--- src/rtl/dma_mode_pkg.sv ---
package dma_mode_pkg;
  localparam int ADDR_W = 4;
  localparam int DATA_W = 8;
  localparam int CFG_W  = 6;

  localparam logic [ADDR_W-1:0] OFF_MODE    = 4'hB;
  localparam logic [ADDR_W-1:0] OFF_CLR_PTR = 4'hC;
  localparam logic [ADDR_W-1:0] OFF_MCLR    = 4'hD;
  localparam logic [ADDR_W-1:0] OFF_CLR_MSK = 4'hE;

  typedef enum logic [1:0] {XM_DEMAND, XM_SINGLE, XM_BLOCK, XM_CASCADE} xfer_mode_e;
  typedef enum logic [1:0] {XT_VERIFY, XT_WRITE, XT_READ, XT_RSVD} xfer_type_e;

  typedef struct packed {
    xfer_mode_e mode;
    logic       dec;
    logic       auto_en;
    xfer_type_e ttype;
  } chan_cfg_t;
endpackage

--- src/rtl/dma_mode_bank.sv ---
module dma_mode_bank
  import dma_mode_pkg::*;
#(
  parameter int NCH   = 4,
  parameter int SEL_W = $clog2(NCH)
) (
  input  logic             clk,
  input  logic             rst,
  input  logic             mclr,
  input  logic             wr_stb,
  input  logic [SEL_W-1:0] sel,
  input  chan_cfg_t        wcfg,
  output chan_cfg_t        cfg [NCH]
);
  for (genvar c = 0; c < NCH; c++) begin : g_ch
    always_ff @(posedge clk) begin
      if (rst || mclr)                         cfg[c] <= '0;
      else if (wr_stb && sel == SEL_W'(c))     cfg[c] <= wcfg;
    end

    // a selected write lands in this channel only
    assert_mode_load_R1: assert property (@(posedge clk) disable iff (rst)
      (wr_stb && !mclr && sel == SEL_W'(c)) |=> cfg[c] == $past(wcfg));
  end
endmodule

--- src/rtl/dma_mask_ctl.sv ---
module dma_mask_ctl #(
  parameter int NCH = 4
) (
  input  logic           clk,
  input  logic           rst,
  input  logic           mclr,
  input  logic           clr_all,
  input  logic [NCH-1:0] tc,
  input  logic [NCH-1:0] auto_en,
  output logic [NCH-1:0] mask,
  output logic [NCH-1:0] reload
);
  for (genvar c = 0; c < NCH; c++) begin : g_ch
    always_ff @(posedge clk) begin
      if (rst || mclr)                mask[c] <= 1'b1;
      else if (tc[c] && !auto_en[c])  mask[c] <= 1'b1;
      else if (clr_all)               mask[c] <= 1'b0;
    end

    always_ff @(posedge clk) begin
      if (rst || mclr) reload[c] <= 1'b0;
      else             reload[c] <= tc[c] && auto_en[c];
    end

    assert_tc_mask_R7: assert property (@(posedge clk) disable iff (rst)
      (tc[c] && !auto_en[c]) |=> mask[c]);

    assert_auto_keep_R8: assert property (@(posedge clk) disable iff (rst)
      (tc[c] && auto_en[c] && !mclr && !clr_all) |=> $stable(mask[c]));

    assert_reload_pulse_R8: assert property (@(posedge clk) disable iff (rst)
      reload[c] |=> (!reload[c] || $past(tc[c])));
  end
endmodule

--- src/rtl/dma_rd_seq.sv ---
module dma_rd_seq
  import dma_mode_pkg::*;
#(
  parameter int NCH   = 4,
  parameter int SEL_W = $clog2(NCH)
) (
  input  logic              clk,
  input  logic              rst,
  input  logic              restart,
  input  logic              rd_stb,
  input  logic              rd_mode,
  input  chan_cfg_t         cfg [NCH],
  output logic [DATA_W-1:0] rdata
);
  localparam logic [SEL_W-1:0] LAST = SEL_W'(NCH - 1);
  logic [SEL_W-1:0] seq;

  always_ff @(posedge clk) begin
    if (rst || restart)  seq <= '0;
    else if (rd_mode)    seq <= (seq == LAST) ? '0 : seq + 1'b1;
  end

  always_ff @(posedge clk) begin
    if (rst)          rdata <= '0;
    else if (rd_stb)  rdata <= rd_mode ? {cfg[seq], 2'b11} : '0;
  end

  assert_sel_ones_R2: assert property (@(posedge clk) disable iff (rst)
    rd_mode |=> rdata[1:0] == 2'b11);

  assert_seq_step_R3: assert property (@(posedge clk) disable iff (rst)
    (rd_mode && !restart) |=>
      seq == (($past(seq) == LAST) ? '0 : $past(seq) + 1'b1));

  assert_other_zero_R10: assert property (@(posedge clk) disable iff (rst)
    (rd_stb && !rd_mode) |=> rdata == '0);
endmodule

--- src/rtl/dma_mode_regs.sv ---
module dma_mode_regs
  import dma_mode_pkg::*;
#(
  parameter int NCH = 4
) (
  input  logic              clk,
  input  logic              rst,
  input  logic              wr_en,
  input  logic              rd_en,
  input  logic [ADDR_W-1:0] addr,
  input  logic [DATA_W-1:0] wdata,
  input  logic              byte_acc,
  input  logic [NCH-1:0]    tc,
  output logic [DATA_W-1:0] rdata,
  output logic [NCH-1:0]    mask,
  output logic              byte_ptr,
  output logic [2*NCH-1:0]  xfer_mode,
  output logic [NCH-1:0]    dir_dec,
  output logic [NCH-1:0]    autoinit,
  output logic [2*NCH-1:0]  xfer_type,
  output logic [NCH-1:0]    reload
);
  localparam int SEL_W = $clog2(NCH);

  logic      mode_wr, clr_ptr, mclr, clr_msk, rd_stb, rd_mode;
  chan_cfg_t cfg [NCH];

  assign mode_wr = wr_en && addr == OFF_MODE;
  assign clr_ptr = wr_en && addr == OFF_CLR_PTR;
  assign mclr    = wr_en && addr == OFF_MCLR;
  assign clr_msk = wr_en && addr == OFF_CLR_MSK;
  assign rd_stb  = rd_en && !wr_en;
  assign rd_mode = rd_stb && addr == OFF_MODE;

  dma_mode_bank #(.NCH(NCH), .SEL_W(SEL_W)) bank_i (
    .clk(clk), .rst(rst), .mclr(mclr), .wr_stb(mode_wr),
    .sel(wdata[SEL_W-1:0]), .wcfg(chan_cfg_t'(wdata[DATA_W-1:2])), .cfg(cfg)
  );

  dma_mask_ctl #(.NCH(NCH)) mask_i (
    .clk(clk), .rst(rst), .mclr(mclr), .clr_all(clr_msk),
    .tc(tc), .auto_en(autoinit), .mask(mask), .reload(reload)
  );

  dma_rd_seq #(.NCH(NCH), .SEL_W(SEL_W)) seq_i (
    .clk(clk), .rst(rst), .restart(mclr || clr_msk),
    .rd_stb(rd_stb), .rd_mode(rd_mode), .cfg(cfg), .rdata(rdata)
  );

  always_ff @(posedge clk) begin
    if (rst || mclr || clr_ptr) byte_ptr <= 1'b0;
    else if (byte_acc)          byte_ptr <= ~byte_ptr;
  end

  for (genvar c = 0; c < NCH; c++) begin : g_out
    assign xfer_mode[2*c +: 2] = cfg[c].mode;
    assign dir_dec[c]          = cfg[c].dec;
    assign autoinit[c]         = cfg[c].auto_en;
    assign xfer_type[2*c +: 2] = cfg[c].ttype;
  end

  assert_ptr_toggle_R5: assert property (@(posedge clk) disable iff (rst)
    (byte_acc && !clr_ptr && !mclr) |=> byte_ptr != $past(byte_ptr));

  assert_mclr_state_R6: assert property (@(posedge clk) disable iff (rst)
    mclr |=> (&mask && !byte_ptr && autoinit == '0));

  assert_clr_wins_R11: assert property (@(posedge clk) disable iff (rst)
    (byte_acc && (mclr || clr_ptr)) |=> !byte_ptr);
endmodule

--- config.mk ---
export PLATFORM = sky130hd
export DESIGN_NAME = dma_mode_regs
export DESIGN_NICKNAME = d
export VERILOG_FILES = /design/src/rtl/dma_mode_pkg.sv /design/src/rtl/dma_mode_bank.sv /design/src/rtl/dma_mask_ctl.sv /design/src/rtl/dma_rd_seq.sv /design/src/rtl/dma_mode_regs.sv
export SDC_FILE = /design/constraint.sdc
export NUM_CORES = 1
export LEC_CHECK = 0
export BUFFER_PORTS_ARGS = -buffer_cell sky130_fd_sc_hd__buf_4
export CELL_PAD_IN_SITES_DETAIL_PLACEMENT = 0
export CELL_PAD_IN_SITES_GLOBAL_PLACEMENT = 1
export CORE_MARGIN = 2
export CORE_UTILIZATION = 39
export CTS_CLUSTER_SIZE = 24
export DETAILED_ROUTE_END_ITERATION = 8
export PLACE_DENSITY_LB_ADDON = 0.1
export SKIP_CTS_REPAIR_TIMING = 1
export SLEW_MARGIN = 5
export SYNTH_ARGS = -nofsm -noshare
export SYNTH_HDL_FRONTEND = slang
export SYNTH_SLANG_ARGS = --single-unit
--- constraint.sdc ---
create_clock -name clk -period 2.8 [get_ports clk]
set_input_delay 0.14 -clock clk [delete_from_list [all_inputs] [get_ports clk]]
set_output_delay 0.14 -clock clk [all_outputs]
set_load 0.02 [all_outputs]
==> impl_metrics.json, run 1 <==
{
  "status": "complete, no violations",
  "ant_nets": 0,
  "yosysSeqAreaShare": 0.4547,
  "grt-ovfl-total": 0,
  "rows": 25,
  "syn_area_per_cell_um2": 9.065,
  "cp_slowest_cell": "or4_4",
  "vias": 1738,
  "grtUsageTotal": 0.2052,
  "total_leakage_power_uw": 0.0009166,
  "final_cell_mix": "buf_4 (61), dfxtp_1 (42), nand3_1 (36), a21oi_1 (31), o21ai_0 (30)",
  "clk_pin_slew_ps": 80,
  "die-height_um": 72.86,
  "drv_slew": 0,
  "power_frac_seq": 0.544,
  "first_pass_iters": 4,
  "fin_total_pwr_uw": 1110,
  "fin_skew_ps": 3.708,
  "antenna_cells": 0,
  "cap_viol_max_count": 0,
  "core_mm2": 0.004661,
  "relSlewSlack": 0.3505,
  "met1_usage": 0.2846,
  "fin_crit_ps": 1564,
  "timing.critical_path.to_type": "flip-flop",
  "critPathRequiredTime_ps": 3020,
  "grt_use_met2": 0.3121,
  "clkPwrFrac": 0.371,
  "worstPathCellList": "ha_1, or4_4, a211oi_2",
  "path_buf_inv": 0,
  "synthTopCellsByArea": "dfxtp_1 (45%), nand3_1 (9.7%), a21oi_1 (8.4%)",
  "die_width_um": 72.86,
  "ctsLongestPathBuffers": 2,
  "hold_class": "in -> reg",
  "grt_max_degree": 27,
  "ir_drop_v": 0.0002346,
  "synth_top_area_frac": 0.4547,
  "antenna_found_initial": 0,
  "ys.flop_type": "dfxtp_1",
  "nNetsFinal": 273,
  "crit_type": "reg -> reg",
  "max_stage_delay_ps": 510,
  "fmax_mhz": 639.5,
  "avgRoutedWirePerCell_um": 16.95,
  "syn-cell-area_mm2": 0.001849,
  "grt_pass1_vias": 1610,
  "vias_per_cell": 5.680,
  "critical_path_peak_fanout": 9,
  "finalHoldViolCount": 0,
  "netSwitchingPower_uw": 274.2,
  "synth_cell_types": 32,
  "setup_viol": 0,
  "netlist_instances": 204,
  "arrival_ps": 1780,
  "drc": 0,
  "worst_slew_pin_slew_ps": 974.3,
  "drive_gt1_frac": 0.3095,
  "combPwrFrac": 0.085,
  "top_usage_layer": "met2",
  "io_pins": 62,
  "synth_edf_count": 0,
  "power.internal_uw": 835.7,
  "cts_root_buf": "clkbuf_8",
  "fin_tns_setup_ps": 0,
  "area_growth_pct": 27.54,
  "routed_wl_um": 5188,
  "period_share": 0.5585,
  "path_delay_family": "simple AND/OR/NAND/NOR gates",
  "clock_latency_ps": 300,
  "final_common_cell": "buf_4",
  "hpwl_um": 3545,
  "die_area_mm2": 0.005309,
  "synthArstFlopShare": 0,
  "io_buffers": 61,
  "cts_htree_levels": 2,
  "setup.worst_path.start_class": "flip-flop",
  "grt_pass1_wl_um": 8293,
  "ys_seq_elements": 42,
  "yosysWarningCount": 0,
  "grtUsageMet3": 0.04420,
  "swShare": 0.2470,
  "yosysTopAreaCell": "dfxtp_1",
  "mappedNetlistNets": 226,
  "rsz0062_at_grt": "no",
  "power_density_mw_per_mm2": 470.6,
  "drtIter0Drc": 93,
  "tritoncts": "done",
  "cts_sinks": 42,
  "gp_congestion": 0.7648,
  "numCtsBuffers": 5,
  "start_util": 0.3968
}
==> kinds of logic after synthesis <==
kind of cell / count (synthesis) / share of synthesized area
simple gates: 67 / 0.2118
compound gates: 66 / 0.1908
flops: 42 / 0.4547
buf+inv: 21 / 0.05819
mux: 6 / 0.07307
xor+xnor: 1 / 0.004737
fa+ha+maj: 1 / 0.006765
==> final timing paths <==
path	from	to	slack [ps]	cells past startpoint
setup / recovery	seq_i.seq[0]	seq_i.seq[0]	1240	3
hold / removal	tc[3]	mask_i.mask[3]	60	3
setup reg to reg	seq_i.seq[0]	seq_i.seq[0]	1240	3
hold reg to reg	seq_i.rdata[5]	seq_i.rdata[5]	460	2
==> worst min-delay path, delay by kind of cell <==
family	cells	cell delay, ps
buf+inv	1	80
simple gates	2	100
==> per-layer routing <==
metal	vias up	share of wire
li1	843	-
met1	828	0.46
met2	59	0.46
met3	8	0.061
met4	0	0.018
met5	-	0
==> metrics by stage <==
stage	hold WS [ps]	instance area, um^2	setup slack (ps)	utilization	instances
6_report	57.88	2359	1236	0.5060	306
5_1_grt	60.33	2359	1141	0.5060	306
4_1_cts	55.96	2359	1213	0.5060	306
3_5_place_dp	371.1	2267	1172	0.4864	298
3_3_place_gp	371.9	2267	1194	0.4864	298
2_1_floorplan	272.1	1849	1423	-	204
==> power by group through the flow <==
| stage | clock, uW | combinational [uW] | sequential, uW |
|---|---|---|---|
| detailed placement | 0 | 94.1 | 618 |
| global placement | 0 | 95.4 | 618 |
| floorplan | 0 | 48.1 | 621 |
| global route | 446 | 102 | 604 |
| CTS | 418 | 94.3 | 604 |
| finish | 412 | 94.3 | 604 |
==> cell usage after synthesis (2+ instances only) <==
| cell | number |
|---|---|
| o21ai_0 | 30 |
| a21oi_1 | 31 |
| dfxtp_1 | 42 |
| nor2b_1 | 2 |
| and4b_1 | 2 |
| nand4b_1 | 2 |
| and3_1 | 5 |
| nand2b_1 | 4 |
| buf_1 | 2 |
| clkbuf_1 | 8 |
| nand3_1 | 36 |
| buf_2 | 7 |
| mux4_2 | 6 |
| nand2_1 | 8 |
| buf_6 | 2 |
==> sequential cells by signal (all words and copies together), names as in the netlist <==
name           flops
mask_i.mask        4
seq_i.rdata        7
byte_ptr           1
mask_i.reload      4
seq_i.seq          2
bank_i.cfg        24
==> area by class of cell <==
cell class / count / area (um^2)
fillers: 468 / 2302
well taps: 54 / 67.56
clock inverters: 1 / 5.005
flip-flops and latches: 42 / 840.8
multi-input cells: 141 / 900.9
repair buffers: 61 / 457.9
clock buffers: 7 / 86.33
Power figures use the tool's default switching activity.
==> run 2: changes to the inputs <==
ABC_AREA = 1   (was not set)
CORE_UTILIZATION = 30   (was 39)
clock period = 1.3 ns   (was 2.8 ns; I/O delays follow)
==> impl_metrics.json, run 2 <==
{
  "instances_no_fill": 440,
  "fin_tns_setup_ps": 0,
  "yosysWarningCount": 0,
  "fin_crit_ps": 1121,
  "synthTopCellsByCount": "nand2_1 (113), nor2_1 (56), dfxtp_1 (42), inv_1 (34), nand3_1 (22)",
  "hpwl_um": 3984,
  "cap_viol_max_count": 0,
  "vias": 1929,
  "ys.flop_type": "dfxtp_1",
  "io_buffers": 61,
  "synth.most_common_cell": "nand2_1",
  "cts_sinks": 42,
  "mappedNetlistNets": 318,
  "reg_top3": "bank_i.cfg (24), seq_i.rdata (7)",
  "synth_edf_count": 0,
  "nNetsFinal": 385,
  "drive_gt1_frac": 0.2149,
  "status": "finished with violations",
  "die-height_um": 83.67,
  "cts_htree_levels": 2,
  "wl_met3_um": 303,
  "ant_nets": 0,
  "fmax_mhz": 892.2,
  "numCtsBuffers": 5,
  "synthTopCellsByArea": "dfxtp_1 (44%), nand2_1 (22%), nor2_1 (11%)",
  "yosysTopAreaCell": "dfxtp_1",
  "crit_type": "reg -> reg",
  "netSwitchingPower_uw": 570.6,
  "setup.worst_path.start_class": "flip-flop",
  "post-route-util": 0.4092,
  "swShare": 0.2451,
  "clk_pin_slew_ps": 80,
  "start_util": 0.3051,
  "grt_pass1_vias": 1738,
  "ctsLongestPathBuffers": 2,
  "seq_area_um2": 840.8,
  "relSlewSlack": 0.7554,
  "power.internal_uw": 1757,
  "drv_slew": 0,
  "grt-ovfl-total": 0,
  "hold_class": "in -> reg",
  "synth_cell_types": 18,
  "core_mm2": 0.006241,
  "power_density_mw_per_mm2": 911.4,
  "avgRoutedWirePerCell_um": 12.47,
  "routed_wl_um": 5488,
  "period_share": 0.8621,
  "arrival_ps": 1310,
  "drc": 0,
  "place_ws_ps": 204.8,
  "setup_viol": 0,
  "rsz0062_at_grt": "no",
  "fin_skew_ps": 6.374,
  "syn-cell-area_mm2": 0.001904,
  "antenna_cells": 0,
  "netlist_instances": 296,
  "first_pass_iters": 6,
  "syn_area_per_cell_um2": 6.434,
  "clkPwrFrac": 0.352,
  "total_leakage_power_uw": 0.001404,
  "drtIter0Drc": 80,
  "gp_congestion": 0.8013,
  "critPathRequiredTime_ps": 1490,
  "io_pins": 62,
  "worst_slew_pin_slew_ps": 366.4,
  "final_cell_mix": "nand2_1 (113), buf_4 (69), nor2_1 (56), dfxtp_1 (42), inv_1 (34)",
  "ir_drop_v": 0.0005696,
  "max_flop_register": "bank_i.cfg",
  "synth_top_area_frac": 0.4415,
  "highest_layer": "met4",
  "ys_seq_elements": 42,
  "fin_ws_ps": 179.2,
  "dp_cells": 432,
  "cts_root_buf": "clkbuf_8",
  "vias_per_cell": 4.384,
  "timing.critical_path.to_type": "flip-flop",
  "synthArstFlopShare": 0,
  "antenna_found_initial": 0,
  "rows": 29,
  "holdWs_ps": -9.423,
  "largest_reg_flops": 24,
  "dr_wl_met2_um": 2561,
  "drt-met1-wl_um": 2550,
  "multi_input_area_um2": 864.6,
  "grtUsageTotal": 0.1585,
  "power_frac_seq": 0.559,
  "area_growth_pct": 34.10,
  "combPwrFrac": 0.089,
  "die_area_mm2": 0.007001,
  "grt_pass1_wl_um": 8707,
  "critical_path_peak_fanout": 12,
  "failed_checks": "hold timing",
  "finalHoldViolCount": 2,
  "clock_latency_ps": 300,
  "grt_max_degree": 28,
  "fillers": 718,
  "die_width_um": 83.67,
  "tritoncts": "done",
  "yosysSeqAreaShare": 0.4415,
  "final_common_cell": "nand2_1"
}
==> run 2: cell count changes after synthesis, sizes merged, moves of 5 or more <==
cell    before  now
a21oi       31   11
and3         5    0
clkbuf       9    3
inv          0   34
mux4         6    0
nand2        8  113
nand2b       5    0
nand3       36   23
nor2         1   57
o21ai       30    0
==> run 2: per-stage QoR <==
step                      hold WS [ps]  cell area [um^2]  total power, uW
after floorplan                  191.2              1904             1427
after global placement           291.8              2467             1538
after detailed placement         297.3              2467             1538
after CTS                       -10.75              2544             2356
after global routing            0.8682              2554             2437
final                           -9.423              2554             2327
==> run 2: final timing paths <==
check,from,to,slack [ps],depth (start not counted)
setup / recovery,seq_i.seq[0],seq_i.rdata[7],180,6
hold / removal,tc[1],mask_i.mask[1],-9,3
setup reg to reg,seq_i.seq[0],seq_i.rdata[7],180,6
hold reg to reg,bank_i.cfg[2],mask_i.reload[3],450,2
==> run 2: layout make-up <==
type | instances | share of cell area
clock buffers | 7 | 0.02989
repair buffers | 71 | 0.2146
multi-input cells | 209 | 0.3386
inverters | 34 | 0.04998
flip-flops and latches | 42 | 0.3293
well taps | 77 | 0.03773
==> run 2: critical path, cell delays in order (launching register included) <==
cell,delay [ps]
dfxtp_1,330
inv_1,290
nand2_1,100
nand3_1,90
nand2_1,70
nand2_1,80
a21oi_1,60
==> run 2: power by group through the flow <==
| stage | logic (uW) | clock network [uW] | registers [uW] |
|---|---|---|---|
| 5_1_grt | 227 | 906 | 1300 |
| 3_5_place_dp | 205 | 0 | 1330 |
| 6_report | 206 | 819 | 1300 |
| 3_3_place_gp | 206 | 0 | 1330 |
| 4_1_cts | 206 | 848 | 1300 |
| 2_1_floorplan | 81.6 | 0 | 1350 |
==> run 2: layer usage <==
layer  GRT usage  vias to the layer above
met5           0                        -
met4     0.05279                        0
met3     0.03956                        8
met2      0.2545                       51
met1      0.2082                      853
li1            -                     1017
==> run 2: cells by family after synthesis <==
family,synth area share
XOR/XNOR,0.004600
flip-flops,0.4415
adder cells (fa/ha/maj),0.006569
buffers and inverters,0.1045
AND/OR/NAND/NOR,0.4120
AO/OA/AOI/OAI,0.03088
==> run 3: changes to the inputs <==
BUFFER_PORTS_ARGS = -buffer_cell sky130_fd_sc_hd__buf_2   (was -buffer_cell sky130_fd_sc_hd__buf_4)
==> impl_metrics.json, run 3 (synthesis results as in run 2) <==
{
  "status": "complete, no violations",
  "setup_viol": 0,
  "grtUsageMet3": 0.03660,
  "max_flop_register": "bank_i.cfg",
  "routed_wl_um": 5224,
  "nNetsFinal": 387,
  "drive_gt1_frac": 0.2186,
  "top_usage_layer": "met2",
  "die_width_um": 83.67,
  "fin_skew_ps": 9.297,
  "clk_pin_slew_ps": 100,
  "ctsLongestPathBuffers": 2,
  "met1_usage": 0.2032,
  "cts_root_buf": "clkbuf_8",
  "final_common_cell": "nand2_1",
  "drv_slew": 0,
  "grt_pass1_vias": 1665,
  "dp_cells": 431,
  "rows": 29,
  "total_leakage_power_uw": 0.001397,
  "die_area_mm2": 0.007001,
  "core_mm2": 0.006241,
  "ir_drop_v": 0.0005594,
  "timing.critical_path.to_type": "flip-flop",
  "die-height_um": 83.67,
  "largest_reg_flops": 24,
  "antenna_cells": 0,
  "multi_input_area_um2": 864.6,
  "tritoncts": "done",
  "dpl-instance-area_mm2": 0.002307,
  "post-route-util": 0.3911,
  "gp_congestion": 0.7446,
  "cap_viol_max_count": 0,
  "critical_path_peak_fanout": 15,
  "cts_sinks": 42,
  "first_pass_iters": 4,
  "grt-ovfl-total": 0,
  "antenna_found_initial": 0,
  "vias": 1912,
  "final_cell_mix": "nand2_1 (113), buf_2 (61), nor2_1 (56), dfxtp_1 (42), inv_1 (34)",
  "instances_no_fill": 443,
  "worst_slew_pin_slew_ps": 351.3,
  "numCtsBuffers": 5,
  "seq_area_um2": 840.8,
  "drtIter0Drc": 85,
  "clock_latency_ps": 300,
  "start_util": 0.3051,
  "critPathRequiredTime_ps": 1530,
  "io_pins": 62,
  "power_density_mw_per_mm2": 980.3,
  "final_area_mm2": 0.002441,
  "vias_per_cell": 4.316,
  "fin_tns_setup_ps": 0,
  "area_growth_pct": 28.19,
  "arrival_ps": 1340,
  "grt_max_degree": 28,
  "grtUsageTotal": 0.1501,
  "avgRoutedWirePerCell_um": 11.79,
  "finalHoldViolCount": 0,
  "grt_pass1_wl_um": 8342,
  "relSlewSlack": 0.7655,
  "fmax_mhz": 898.7,
  "io_buffers": 61,
  "reg_top3": "bank_i.cfg (24), seq_i.rdata (7)",
  "hold_class": "in -> reg",
  "drc": 0,
  "setup.worst_path.start_class": "flip-flop",
  "crit_type": "reg -> reg",
  "period_share": 0.8560,
  "cts_htree_levels": 2,
  "rsz0062_at_grt": "no",
  "fin_crit_ps": 1113,
  "hpwl_um": 3789,
  "grt_use_met2": 0.2378,
  "fillers": 704,
  "ant_nets": 0
}
-- run 3: cell count changes in the layout (fill, tap and decap cells not counted) --
cell	previous run	this run
clkbuf_1	2	0
buf_2	0	61
dlygate4sd3_1	1	4
inv_6	0	1
buf_4	69	7
clkinvlp_4	0	1
clkinv_4	0	1
-- run 3: area by class of cell --
class | instances | area share
Tap cell | 77 | 0.03947
Inverter | 34 | 0.05228
Multi-Input combinational cell | 209 | 0.3542
Clock buffer | 5 | 0.02819
Sequential cell | 42 | 0.3444
Timing Repair Buffer | 73 | 0.1712
Clock inverter | 3 | 0.01025
-- run 3: stage by stage --
step / hold WS (ps) / setup slack, ps / power, uW
5_1_grt: 18.73 / 95.48 / 2508
4_1_cts: -21.48 / 181.3 / 2424
3_5_place_dp: 301.4 / 211.7 / 1513
3_3_place_gp: 300.4 / 218.1 / 1515
2_1_floorplan: 191.2 / 202.2 / 1427
6_report: 25.12 / 187.2 / 2393
-- run 3: power by group --
part           switching, uW  total [uW]  internal [uW]
sequential              5.61        1300           1300
combinational            116         189           72.8
clock                    514         902            388
-- run 3: final timing paths --
check	startpoint	endpoint	slack, ps	cells after the start
worst min-delay path	byte_acc	byte_ptr	30	3
worst max register to register	seq_i.seq[0]	seq_i.seq[1]	190	4
worst min register to register	bank_i.cfg[20]	mask_i.reload[0]	460	2
worst max-delay path	seq_i.seq[0]	seq_i.seq[1]	190	4
-- run 3: metal layers --
layer,vias to the layer above,wire length (um)
met5,-,0
met4,0,49
met3,5,264
met2,52,2331
met1,830,2578
li1,1025,-
-- run 3: critical path, stage by stage, from the launching register on --
cell     delay [ps]
dfxtp_1         320
buf_4           190
ha_1            310
nand3_1          70
a21oi_1         150
